## config.mk

```make
export PLATFORM = sky130hd
export DESIGN_NAME = disp_tmg_top
export DESIGN_NICKNAME = d
export VERILOG_FILES = /design/src/rtl/disp_tmg_pkg.sv /design/src/rtl/disp_tmg_regs.sv /design/src/rtl/disp_tmg_axis.sv /design/src/rtl/disp_tmg_top.sv
export SDC_FILE = /design/constraint.sdc
export NUM_CORES = 1
export LEC_CHECK = 0
export BUFFER_PORTS_ARGS = -buffer_cell sky130_fd_sc_hd__buf_4
export CAP_MARGIN = 20
export CORE_ASPECT_RATIO = 2
export CORE_MARGIN = 8
export CORE_UTILIZATION = 45
export CTS_CLUSTER_SIZE = 16
export DETAILED_ROUTE_END_ITERATION = 6
export PLACE_DENSITY = 0.73
export REMOVE_ABC_BUFFERS = 1
export SLEW_MARGIN = 20
export SYNTH_ARGS = -nofsm -noshare
export SYNTH_HDL_FRONTEND = slang
export SYNTH_SLANG_ARGS = --single-unit
export TNS_END_PERCENT = 1
```

## constraint.sdc

```tcl
create_clock -name clk -period 18.35 [get_ports clk]
set_input_delay 3.67 -clock clk [delete_from_list [all_inputs] [get_ports clk]]
set_output_delay 3.67 -clock clk [all_outputs]
set_load 0.02 [all_outputs]
```

## src/rtl/disp_tmg_pkg.sv

```systemverilog
`timescale 1ns/1ps
package disp_tmg_pkg;
    localparam int FLD_W  = 11;
    localparam int CNT_W  = FLD_W + 2;
    localparam int ADDR_W = 3;
    localparam int RGB_W  = 24;
    localparam int WORD_W = 32;
    localparam int BP_W   = WORD_W - 22;

    localparam logic [RGB_W-1:0] BG_DEFAULT = 24'h7F7F7F;

    typedef struct packed {
        logic [FLD_W-1:0] back;
        logic [FLD_W-1:0] sync;
        logic [FLD_W-1:0] front;
        logic [FLD_W-1:0] active;
    } axis_cfg_t;

    typedef struct packed {
        axis_cfg_t h;
        axis_cfg_t v;
    } tmg_cfg_t;

    typedef enum logic [ADDR_W-1:0] {
        RA_CTRL = 3'd0,
        RA_SIZE = 3'd1,
        RA_HTIM = 3'd2,
        RA_VTIM = 3'd3,
        RA_POL  = 3'd4,
        RA_BG   = 3'd5
    } reg_addr_e;

    localparam tmg_cfg_t CFG_DEFAULT = '{
        h: '{back: 11'd160, sync: 11'd136, front: 11'd24, active: 11'd1024},
        v: '{back: 11'd29,  sync: 11'd6,   front: 11'd3,  active: 11'd768}
    };

    function automatic axis_cfg_t unpack_timing(input logic [WORD_W-1:0] w,
                                                 input logic [FLD_W-1:0] act);
        axis_cfg_t c;
        c.back   = FLD_W'(w[WORD_W-1:22]);
        c.sync   = w[21:11];
        c.front  = w[FLD_W-1:0];
        c.active = act;
        return c;
    endfunction

    function automatic logic [CNT_W-1:0] axis_total(input axis_cfg_t c);
        return CNT_W'(c.sync) + CNT_W'(c.back) + CNT_W'(c.active) + CNT_W'(c.front);
    endfunction
endpackage

```

## src/rtl/disp_tmg_regs.sv

```systemverilog
`timescale 1ns/1ps
module disp_tmg_regs
    import disp_tmg_pkg::*;
(
    input  logic              clk,
    input  logic              rst,
    input  logic              wr_en,
    input  logic [ADDR_W-1:0] wr_addr,
    input  logic [WORD_W-1:0] wr_data,
    input  logic              frame_wrap,
    output logic              run,
    output logic [1:0]        pol_inv,
    output logic [RGB_W-1:0]  bg,
    output tmg_cfg_t          live
);
    tmg_cfg_t shadow;

    always_ff @(posedge clk) begin
        if (rst) begin
            run     <= 1'b0;
            pol_inv <= '0;
            bg      <= BG_DEFAULT;
            shadow  <= CFG_DEFAULT;
            live    <= CFG_DEFAULT;
        end else begin
            if (wr_en) begin
                case (reg_addr_e'(wr_addr))
                    RA_CTRL: run <= wr_data[0];
                    RA_SIZE: begin
                        shadow.h.active <= wr_data[FLD_W-1:0];
                        shadow.v.active <= wr_data[16+FLD_W-1:16];
                    end
                    RA_HTIM: shadow.h <= unpack_timing(wr_data, shadow.h.active);
                    RA_VTIM: shadow.v <= unpack_timing(wr_data, shadow.v.active);
                    RA_POL:  pol_inv <= wr_data[1:0];
                    RA_BG:   bg <= wr_data[RGB_W-1:0];
                    default: ;
                endcase
            end
            // working copy follows the shadow while stopped or at frame start
            if (!run || frame_wrap) begin
                live <= shadow;
            end
        end
    end
endmodule

```

## src/rtl/disp_tmg_axis.sv

```systemverilog
`timescale 1ns/1ps
module disp_tmg_axis
    import disp_tmg_pkg::*;
(
    input  logic             clk,
    input  logic             rst,
    input  logic             run,
    input  logic             step,
    input  axis_cfg_t        cfg,
    output logic [CNT_W-1:0] cnt,
    output logic             wrap,
    output logic             in_sync,
    output logic             in_act,
    output logic [FLD_W-1:0] pos
);
    logic [CNT_W-1:0] total, act_lo, act_hi, rel;
    logic             last;

    always_comb begin
        total   = axis_total(cfg);
        act_lo  = CNT_W'(cfg.sync) + CNT_W'(cfg.back);
        act_hi  = act_lo + CNT_W'(cfg.active);
        last    = (cnt + CNT_W'(1)) >= total;
        wrap    = run && step && last;
        in_sync = cnt < CNT_W'(cfg.sync);
        in_act  = (cnt >= act_lo) && (cnt < act_hi);
        rel     = cnt - act_lo;
        pos     = in_act ? rel[FLD_W-1:0] : '0;
    end

    always_ff @(posedge clk) begin
        if (rst || !run) begin
            cnt <= '0;
        end else if (step) begin
            cnt <= last ? '0 : cnt + CNT_W'(1);
        end
    end
endmodule

```

## src/rtl/disp_tmg_top.sv

```systemverilog
`timescale 1ns/1ps
module disp_tmg_top
    import disp_tmg_pkg::*;
(
    input  logic              clk,
    input  logic              rst,
    input  logic              wr_en,
    input  logic [ADDR_W-1:0] wr_addr,
    input  logic [WORD_W-1:0] wr_data,
    input  logic              pix_valid,
    input  logic [RGB_W-1:0]  pix_rgb,
    output logic              hsync,
    output logic              vsync,
    output logic              de,
    output logic [FLD_W-1:0]  pos_x,
    output logic [FLD_W-1:0]  pos_y,
    output logic [RGB_W-1:0]  rgb_out
);
    localparam int N_AXES = 2;

    logic             ctl_en;
    logic [1:0]       pol_inv;
    logic [RGB_W-1:0] bg;
    tmg_cfg_t         live;
    logic             frame_wrap;

    logic [CNT_W-1:0] axis_cnt [N_AXES];
    logic [FLD_W-1:0] axis_pos [N_AXES];
    logic [N_AXES-1:0] axis_wrap, axis_sync, axis_act;
    logic [CNT_W-1:0] hcnt, vcnt;

    disp_tmg_regs u_regs (
        .clk        (clk),
        .rst        (rst),
        .wr_en      (wr_en),
        .wr_addr    (wr_addr),
        .wr_data    (wr_data),
        .frame_wrap (frame_wrap),
        .run        (ctl_en),
        .pol_inv    (pol_inv),
        .bg         (bg),
        .live       (live)
    );

    for (genvar a = 0; a < N_AXES; a++) begin : g_axis
        disp_tmg_axis u_axis (
            .clk     (clk),
            .rst     (rst),
            .run     (ctl_en),
            .step    ((a == 0) ? 1'b1 : axis_wrap[0]),
            .cfg     ((a == 0) ? live.h : live.v),
            .cnt     (axis_cnt[a]),
            .wrap    (axis_wrap[a]),
            .in_sync (axis_sync[a]),
            .in_act  (axis_act[a]),
            .pos     (axis_pos[a])
        );
    end

    assign frame_wrap = axis_wrap[1];
    assign hcnt       = axis_cnt[0];
    assign vcnt       = axis_cnt[1];

    always_comb begin
        de      = ctl_en && axis_act[0] && axis_act[1];
        hsync   = (ctl_en && axis_sync[0]) ^ pol_inv[0];
        vsync   = (ctl_en && axis_sync[1]) ^ pol_inv[1];
        pos_x   = de ? axis_pos[0] : '0;
        pos_y   = de ? axis_pos[1] : '0;
        rgb_out = !de ? '0 : (pix_valid ? pix_rgb : bg);
    end
endmodule

```

==> results of run 1 <==
-- power by group --
group | internal, mW | total (mW) | switching, mW | leakage [nW]
sequential | 0.497 | 0.503 | 0.00575 | 1.82
clock | 0.262 | 0.458 | 0.196 | 0.339
combinational | 0.0546 | 0.127 | 0.0726 | 4.87
-- layout by cell type (no fill, tap or decap), types with 8 or more instances in the layout --
master / count
a211oi_1: 9
nand3b_1: 17
nor4_1: 9
nor2_1: 95
mux2i_1: 116
a21oi_1: 147
nand2b_1: 158
nor3_1: 54
a211o_1: 23
clkbuf_16: 21
nor2b_1: 41
o21a_1: 16
nand2_1: 229
and3_1: 9
a21o_1: 35
inv_1: 92
xor2_1: 29
and2_1: 17
dfxtp_1: 225
o21ai_0: 53
fa_1: 8
ha_1: 164
buf_4: 119
nand4_1: 12
xnor2_1: 63
nand3_1: 26
-- logic make-up after synthesis --
kind of cell,share of synthesized area [%]
simple gates,23.10
xor+xnor,5.295
mux,7.704
fa+ha+maj,14.54
buf+inv,4.900
flops,29.60
compound gates,14.86
-- Yosys cell counts (29+ instances only) --
library cell	n	area share, %
ha_1	164	13
nor3_1	55	1.8
nand2_1	229	5.6
xnor2_1	63	3.6
a21o_1	35	1.7
xor2_1	29	1.7
nor2b_1	41	1.7
a21oi_1	147	4.8
nand2b_1	158	6.5
clkbuf_1	63	1.6
dfxtp_1	225	30
o21ai_0	53	1.7
nor2_1	96	2.4
mux2i_1	116	7.6
inv_1	92	2.3
-- layer usage --
layer / track usage [%] / vias to the layer above
met3: 2.192 / 97
met2: 39.81 / 271
li1: - / 6398
met4: 11.55 / 0
met5: 0 / -
met1: 21.12 / 6040
-- sequential cells by signal (all words and copies together) (netlist names) --
name               cells
u_regs.pol_inv         2
g_axis.u_axis.cnt     26
u_regs.shadow         86
u_regs.run             1
u_regs.bg             24
u_regs.live           86
-- worst register-to-register path, stage by stage, from the launching register on --
cell      delay (ns)
dfxtp_1         0.34
ha_1            0.25
fa_1            0.43
a21o_1          0.18
a21oi_1         0.24
o21bai_1        0.13
a21oi_1         0.19
xnor2_1         0.19
ha_1            0.34
or3_1           0.36
o221ai_1        0.13
o21ai_0         0.21
xor2_1          0.21
ha_1            0.41
nand3_1         0.10
a211oi_1        0.29
o31ai_1         0.14
xnor2_1         0.13
o21ai_0         0.18
ha_1            0.27
a21oi_1         0.16
o21ai_0         0.22
nor2b_1         0.40
o21a_4          0.77
buf_4           0.74
mux2i_1         0.30
-- path summary, 6_finish.rpt --
check,startpoint,end,slack (ns),cells after the start
worst min-delay path,u_regs.shadow[47],u_regs.shadow[47],0.45,2
worst max register to register,u_regs.live[66],u_regs.live[23],10.96,25
worst max-delay path,u_regs.live[66],pos_x[2],8.37,23
worst min register to register,u_regs.shadow[47],u_regs.shadow[47],0.45,2
-- layout make-up --
type                    count  area [µm²]
multi-input cells        1428       10010
flip-flops and latches    225        4504
fillers                  3352       16510
inverters                  92       345.3
repair buffers            121       919.6
clock inverters             7       123.9
clock buffers              27       568.0
well taps                 436       545.5
-- per-stage QoR --
stage                     power [mW]  std cells  util (%)  instance area [µm²]
after global routing           1.128       2336     50.75                17010
after CTS                      1.099       2336     50.75                17010
after detailed placement      0.6411       2302     48.69                16320
after global placement        0.6383       2301     48.64                16300
after floorplan               0.5909       1745         -                14820
final                          1.088       2336     50.75                17010
==> flow_summary.json, run 1 <==
{
  "globalRouteTotalUtil_pct": 20.69,
  "via_per_inst": 5.482,
  "final-setup-viol-count": 0,
  "synth_seq_cells": 225,
  "cp_common_cell": "ha_1",
  "overflow": 0,
  "ctsHoldBuffers": 0,
  "ys_types": 77,
  "die_h_um": 276.1,
  "crit_buf_inv": 2,
  "drive_gt1_share_pct": 9.421,
  "die_width_um": 146.0,
  "slew_headroom_pct": 29.31,
  "dp_slack_ns": 8.982,
  "postLayoutSetupSlackWorst_ns": 8.375,
  "period_needed_ns": 9.975,
  "syn_to_final_growth_pct": 11.79,
  "num-nets-final": 2124,
  "async_flop_share_pct": 0,
  "post_cts_buffers": 0,
  "routed.top_layer": "met4",
  "cts_num_sinks": 225,
  "io_pins": 112,
  "cts_made_buffers": 21,
  "hold_violations": 0,
  "period_share_pct": 54.36,
  "ant_nets": 0,
  "vias": 12810,
  "cp-start-kind": "flop",
  "drc": 0,
  "slowest_delay_ns": 0.43,
  "rsz0062_at_grt": "false",
  "cellPowerDensity_mw_per_mm2": 63.97,
  "start_util_pct": 45.40,
  "wl_met3_um": 1395,
  "hold_path.class": "flop to flop",
  "route.met2.wl_um": 22740,
  "crit_family": "compound AO/OA/AOI/OAI gates",
  "grt_pass1_wl_um": 67740,
  "portBuffers": 111,
  "clock-root-buffer": "clkbuf_16",
  "core_area_mm2": 0.03352,
  "critical_path_class": "flop to primary output",
  "ys_seq_area_share_pct": 29.60,
  "worstPathRequired_ns": 14.68,
  "drtPass1Iterations": 5,
  "critPathMaxFanout": 46,
  "die_area_mm2": 0.04032,
  "crit_arrival_ns": 6.31,
  "diodes": 0,
  "timing.fmax_ghz": 0.1002,
  "synthCells": 1824,
  "std_cell_rows": 95,
  "drt-met1-wl_um": 16180,
  "synthFlopType": "dfxtp_1",
  "slew_viol_final": 0,
  "cts_tree": "done",
  "path_cells": "ha_1 -> fa_1 -> a21o_1 -> a21oi_1 -> o21bai_1 -> a2111o_1 -> a31o_2 -> a21o_1 -> xnor2_1 -> ha_1 -> and3_1 -> a221oi_1 -> o21a_1 -> xnor2_1 -> ha_1 -> nor2b_1 -> o21ai_0 -> o2111ai_1 -> nor2_1 -> o211ai_4 -> buf_4 -> nor4_1 -> buf_4",
  "p_leak_nw": 7.028,
  "grt_pass1_vias": 13150,
  "wl_per_cell_um": 18.25,
  "syn_area_mm2": 0.01522,
  "wl_um": 42630,
  "antenna_found_initial": 0,
  "cpMaxStageDelayCell": "fa_1",
  "synth-edff-count": 0,
  "insertion_delay_ns": 0.52,
  "maxCapViolCount": 0,
  "endpoint_kind": "primary output",
  "cts_resized": 0,
  "tightest_slew_ns": 1.060,
  "finClkSkew_ns": 0.01192,
  "dp_hpwl_um": 33210,
  "clkTransAtPathRegs_ns": 0.06,
  "holdWs_ns": 0.4544,
  "grt_start_max_net_pins": 116,
  "cts_htree_levels": 1,
  "clockBufferDepth": 3,
  "syn_area_per_cell_um2": 8.343,
  "place.gp.congestion": 0.9251,
  "synth_warnings": 0,
  "setup_tns_ns": 0,
  "vdd_drop_max_v": 0.00005816,
  "drt_iter0_markers": 583,
  "status": "completed"
}
(Power assumes the default switching activity.)
==> run 2, diff against run 1 <==
PLACE_DENSITY = 0.76   (was 0.73)
clock period = 8.6 ns   (was 18.35 ns; I/O delays follow)
==> flow_summary.json, run 2 (synthesis results as in run 1) <==
{
  "status": "completed",
  "antenna_found_initial": 0,
  "syn_to_final_growth_pct": 12.72,
  "portBuffers": 111,
  "wl_um": 42110,
  "final_cell_mix": "nand2_1, dfxtp_1, ha_1, nand2b_1, a21oi_1",
  "period_share_pct": 95.51,
  "tightest_slew_ns": 1.099,
  "num-fill-cells": 3159,
  "grt_use_met1_pct": 19.78,
  "die_h_um": 276.1,
  "drtPass1Iterations": 5,
  "final-setup-viol-count": 0,
  "grt_start_max_net_pins": 105,
  "num-nets-final": 2124,
  "hold_path.class": "flop to flop",
  "wl_per_cell_um": 17.99,
  "use_met3_pct": 2.029,
  "vdd_drop_max_v": 0.0001523,
  "core_area_mm2": 0.03352,
  "drc": 0,
  "ant_nets": 0,
  "diodes": 0,
  "crit_arrival_ns": 6.49,
  "slew_viol_final": 0,
  "drive_gt1_share_pct": 9.926,
  "cts_made_buffers": 21,
  "cellPowerDensity_mw_per_mm2": 142.2,
  "timing.fmax_ghz": 0.1217,
  "endpoint_kind": "primary output",
  "p_leak_nw": 7.070,
  "critical_path_class": "flop to primary output",
  "insertion_delay_ns": 0.53,
  "cts_resized": 0,
  "place.gp.congestion": 0.9329,
  "vias": 12890,
  "cp-start-kind": "flop",
  "io_pins": 112,
  "rsz0062_at_grt": "false",
  "cts_htree_levels": 1,
  "maxCapViolCount": 0,
  "cts_tree": "done",
  "period_needed_ns": 8.214,
  "dpl-instance-area_mm2": 0.01632,
  "drt_iter0_markers": 636,
  "grt_pass1_vias": 13180,
  "ctsHoldBuffers": 0,
  "clockBufferDepth": 3,
  "setup_tns_ns": 0,
  "clkTransAtPathRegs_ns": 0.07,
  "clock-root-buffer": "clkbuf_16",
  "dp_hpwl_um": 32330,
  "grt_busiest_layer": "met2",
  "cts_num_sinks": 225,
  "die_width_um": 146.0,
  "globalRouteTotalUtil_pct": 20.04,
  "slew_headroom_pct": 25.99,
  "die_area_mm2": 0.04032,
  "final_common_cell": "nand2_1",
  "start_util_pct": 45.40,
  "critPathMaxFanout": 24,
  "std_cell_rows": 95,
  "overflow": 0,
  "design_area_mm2": 0.01715,
  "grt_pass1_wl_um": 66080,
  "worstPathRequired_ns": 6.88,
  "via_per_inst": 5.510,
  "finClkSkew_ns": 0.01435,
  "largest_registers": "u_regs.live (86), u_regs.shadow (86), g_axis.u_axis.cnt (26)",
  "post_cts_buffers": 0,
  "hold_violations": 0,
  "met2_usage_pct": 38.22
}
-- run 2: changes by cell type in the layout (fill, tap and decap cells not counted), moves of 2 or more --
cell	change
bufinv_16	+3
clkbuf_1	-3
clkinvlp_4	+3
buf_4	-2
-- run 2: through the flow --
stage	setup slack, ns	utilization [%]	instances	hold slack [ns]	total power, mW
detailed placement	1.005	48.68	2301	0.4469	1.363
CTS	0.3869	51.08	2339	0.4567	2.452
floorplan	0.5741	-	1745	0.4308	1.261
global placement	1.153	48.68	2301	0.4418	1.355
finish	0.3859	51.18	2340	0.4566	2.439
global route	0.03789	51.18	2340	0.4654	2.521
-- run 2: per-layer routing --
layer	up-vias	wire, µm	part of all wire [%]
li1	6426	-	-
met1	6074	15610	37
met2	274	21910	52
met3	119	1229	2.9
met4	0	3357	8.0
met5	-	0	0
-- run 2: worst max-delay path: stages, from the launching register on --
cell and delay [ns]:
dfxtp_1 0.33, ha_1 0.25, fa_1 0.43, a21o_1 0.18, a21oi_1 0.21, o21bai_1 0.12
a2111o_1 0.45, a31o_2 0.24, a21o_1 0.20, xnor2_1 0.13, ha_1 0.33, and3_1 0.18
a221oi_1 0.29, o21a_1 0.22, xnor2_1 0.22, ha_1 0.32, nor2b_1 0.13, o21ai_0 0.15
o2111ai_1 0.20, nor2_4 0.28, o211ai_4 0.28, buf_6 0.31, nor4_1 0.29, buf_4 0.19
-- run 2: layout make-up --
class | count | area (µm²) | share of cell area [%]
sequential | 225 | 4504 | 26.26
tap | 436 | 545.5 | 3.180
clock inverter | 13 | 234.0 | 1.364
timing repair buffer | 120 | 920.9 | 5.368
multi-input combinational | 1429 | 10030 | 58.49
inverter | 92 | 345.3 | 2.013
clock buffer | 25 | 570.5 | 3.326
-- run 2: worst paths after layout --
| path | start | end | slack, ns | cells past startpoint |
|---|---|---|---|---|
| max reg2reg | u_regs.live[66] | u_regs.live[69] | 1.60 | 25 |
| min | u_regs.shadow[77] | u_regs.shadow[77] | 0.46 | 2 |
| min reg2reg | u_regs.shadow[77] | u_regs.shadow[77] | 0.46 | 2 |
| max | u_regs.live[66] | pos_y[2] | 0.39 | 23 |
-- run 2: where the power goes --
| group | internal [mW] | total, mW | leakage [nW] | switching [mW] |
|---|---|---|---|---|
| Sequential | 1.06 | 1.07 | 1.82 | 0.0126 |
| Clock | 0.659 | 1.10 | 0.384 | 0.438 |
| Combinational | 0.116 | 0.268 | 4.86 | 0.152 |
==> run 3, diff against run 2 <==
RECOVER_POWER = 100   (was default)
==> flow_summary.json, run 3 (synthesis results as in run 1) <==
{
  "critical_path_class": "flop to primary output",
  "critPathMaxFanout": 24,
  "holdPathEnd": "u_regs.shadow[20]",
  "insertion_delay_ns": 0.53,
  "die_area_mm2": 0.04032,
  "vias": 12960,
  "grt_pass1_vias": 13180,
  "cp-start-kind": "flop",
  "final_cell_mix": "nand2_1, dfxtp_1, ha_1, nand2b_1, a21oi_1",
  "num-nets-final": 2124,
  "start_util_pct": 45.40,
  "maxCapViolCount": 6,
  "syn_to_final_growth_pct": 11.38,
  "slew_viol_final": 394,
  "clockBufferDepth": 3,
  "r2r_start": "u_regs.live[66]",
  "period_needed_ns": 8.236,
  "slew_headroom_pct": -159.3,
  "wl_um": 42110,
  "globalRouteTotalUtil_pct": 20.04,
  "p_total_mw": 2.439,
  "die_width_um": 146.0,
  "hold_path.startpoint": "u_regs.shadow[20]",
  "clock-root-buffer": "clkbuf_16",
  "overflow": 0,
  "clkTransAtPathRegs_ns": 0.06,
  "cellPowerDensity_mw_per_mm2": 143.9,
  "period_share_pct": 95.76,
  "worstPathRequired_ns": 6.88,
  "p_leak_nw": 6.845,
  "tightest_slew_ns": 3.889,
  "drt_iter0_markers": 633,
  "hold_path.class": "flop to flop",
  "io_pins": 112,
  "cts_htree_levels": 1,
  "finClkSkew_ns": 0.01574,
  "setup_tns_ns": 0,
  "post_cts_buffers": 0,
  "cts_num_sinks": 225,
  "rrSetupSlack_ns": 0.59,
  "grt_pass1_wl_um": 66080,
  "worstHoldPathCells": 2,
  "final-setup-viol-count": 0,
  "rsz0062_at_grt": "false",
  "grt_start_max_net_pins": 105,
  "status": "complete, but fails checks",
  "vdd_drop_max_v": 0.0001518,
  "ctsHoldBuffers": 0,
  "via_per_inst": 5.540,
  "cts_made_buffers": 21,
  "cts_tree": "done",
  "r2r_end": "u_regs.live[69]",
  "diodes": 0,
  "hold_violations": 0,
  "place.gp.congestion": 0.9329,
  "portBuffers": 111,
  "timing.fmax_ghz": 0.1214,
  "std_cell_rows": 95,
  "num-fill-cells": 3207,
  "drive_gt1_share_pct": 7.143,
  "core_area_mm2": 0.03352,
  "ant_nets": 0,
  "reg2reg_depth": 25,
  "drc": 0,
  "drtPass1Iterations": 5,
  "die_h_um": 276.1,
  "largest_registers": "u_regs.live (86), u_regs.shadow (86), g_axis.u_axis.cnt (26)",
  "antenna_found_initial": 0,
  "crit_arrival_ns": 6.52,
  "endpoint_kind": "primary output",
  "wl_per_cell_um": 18.00,
  "violations": "max-capacitance violations, max-slew violations",
  "dpl.cell_count": 2301,
  "final_common_cell": "nand2_1",
  "dp_hpwl_um": 32330,
  "layout.cells.non_filler": 2340
}
-- run 3: cell types whose count changed in the layout (fill, tap and decap cells not counted), sizes merged --
cell and delta:
buf -53, clkbuf +53
-- run 3: how the worst max path moves through the flow --
stage / to / cells past startpoint / start / slack (ns)
floorplan: u_regs.live[0] / 25 / u_regs.live[22] / 0.57
global placement: pos_y[2] / 23 / u_regs.live[66] / 1.15
detailed placement: pos_y[2] / 23 / u_regs.live[66] / 1.00
CTS: pos_y[2] / 23 / u_regs.live[66] / 0.39
global route: pos_y[2] / 23 / u_regs.live[66] / 0.04
finish: pos_y[8] / 23 / u_regs.live[66] / 0.36
-- run 3: layer usage --
metal	vias to the layer above	GRT usage, %	wire length, µm
li1	6429	-	-
met1	6088	19.78	15380
met2	322	38.22	21930
met3	124	2.029	1471
met4	0	13.92	3339
met5	-	0	0
-- run 3: critical path, cell delays in order (launching register included) --
cell	delay [ns]
dfxtp_1	0.33
ha_1	0.25
fa_1	0.43
a21o_1	0.18
a21oi_1	0.21
o21bai_1	0.13
a2111o_1	0.45
a31o_2	0.24
a21o_1	0.20
xnor2_1	0.13
ha_1	0.33
and3_1	0.18
a221oi_1	0.29
o21a_1	0.22
xnor2_1	0.22
ha_1	0.31
nor2b_1	0.13
o21ai_0	0.15
o2111ai_1	0.19
nor2_4	0.28
o211ai_4	0.27
buf_6	0.31
nor3_1	0.24
clkbuf_1	0.26
-- run 3: cell type report --
| type | instances | area, µm² | share of cell area (%) |
|---|---|---|---|
| multi-input cells | 1429 | 10020 | 59.14 |
| clock buffers | 25 | 570.5 | 3.366 |
| inverters | 92 | 345.3 | 2.037 |
| clock inverters | 13 | 234.0 | 1.380 |
| repair buffers | 120 | 725.7 | 4.281 |
| well taps | 436 | 545.5 | 3.218 |
| flip-flops and latches | 225 | 4504 | 26.57 |
-- run 3: power by group --
group          internal [mW]  leakage (nW)  switching [mW]
Clock                  0.659         0.384           0.436
Combinational          0.118          4.64           0.152
Sequential              1.06          1.82          0.0126
-- run 3: metrics by stage --
step           hold slack [ns]  utilization (%)  worst slack (ns)  instance area [µm²]
4_1_cts                 0.4567            51.08            0.3869                17120
3_3_place_gp            0.4418            48.68             1.153                16320
5_1_grt                 0.4654            50.57           0.03789                16950
3_5_place_dp            0.4469            48.68             1.005                16320
6_report                0.4552            50.57            0.3644                16950
2_1_floorplan           0.4308                -            0.5741                14820
-- run 3: what timing repair did --
item                                    4_1_cts  5_1_grt
resized for setup                             0        4
endpoints found under the hold margin         0        0
endpoints found under the setup margin        0        1
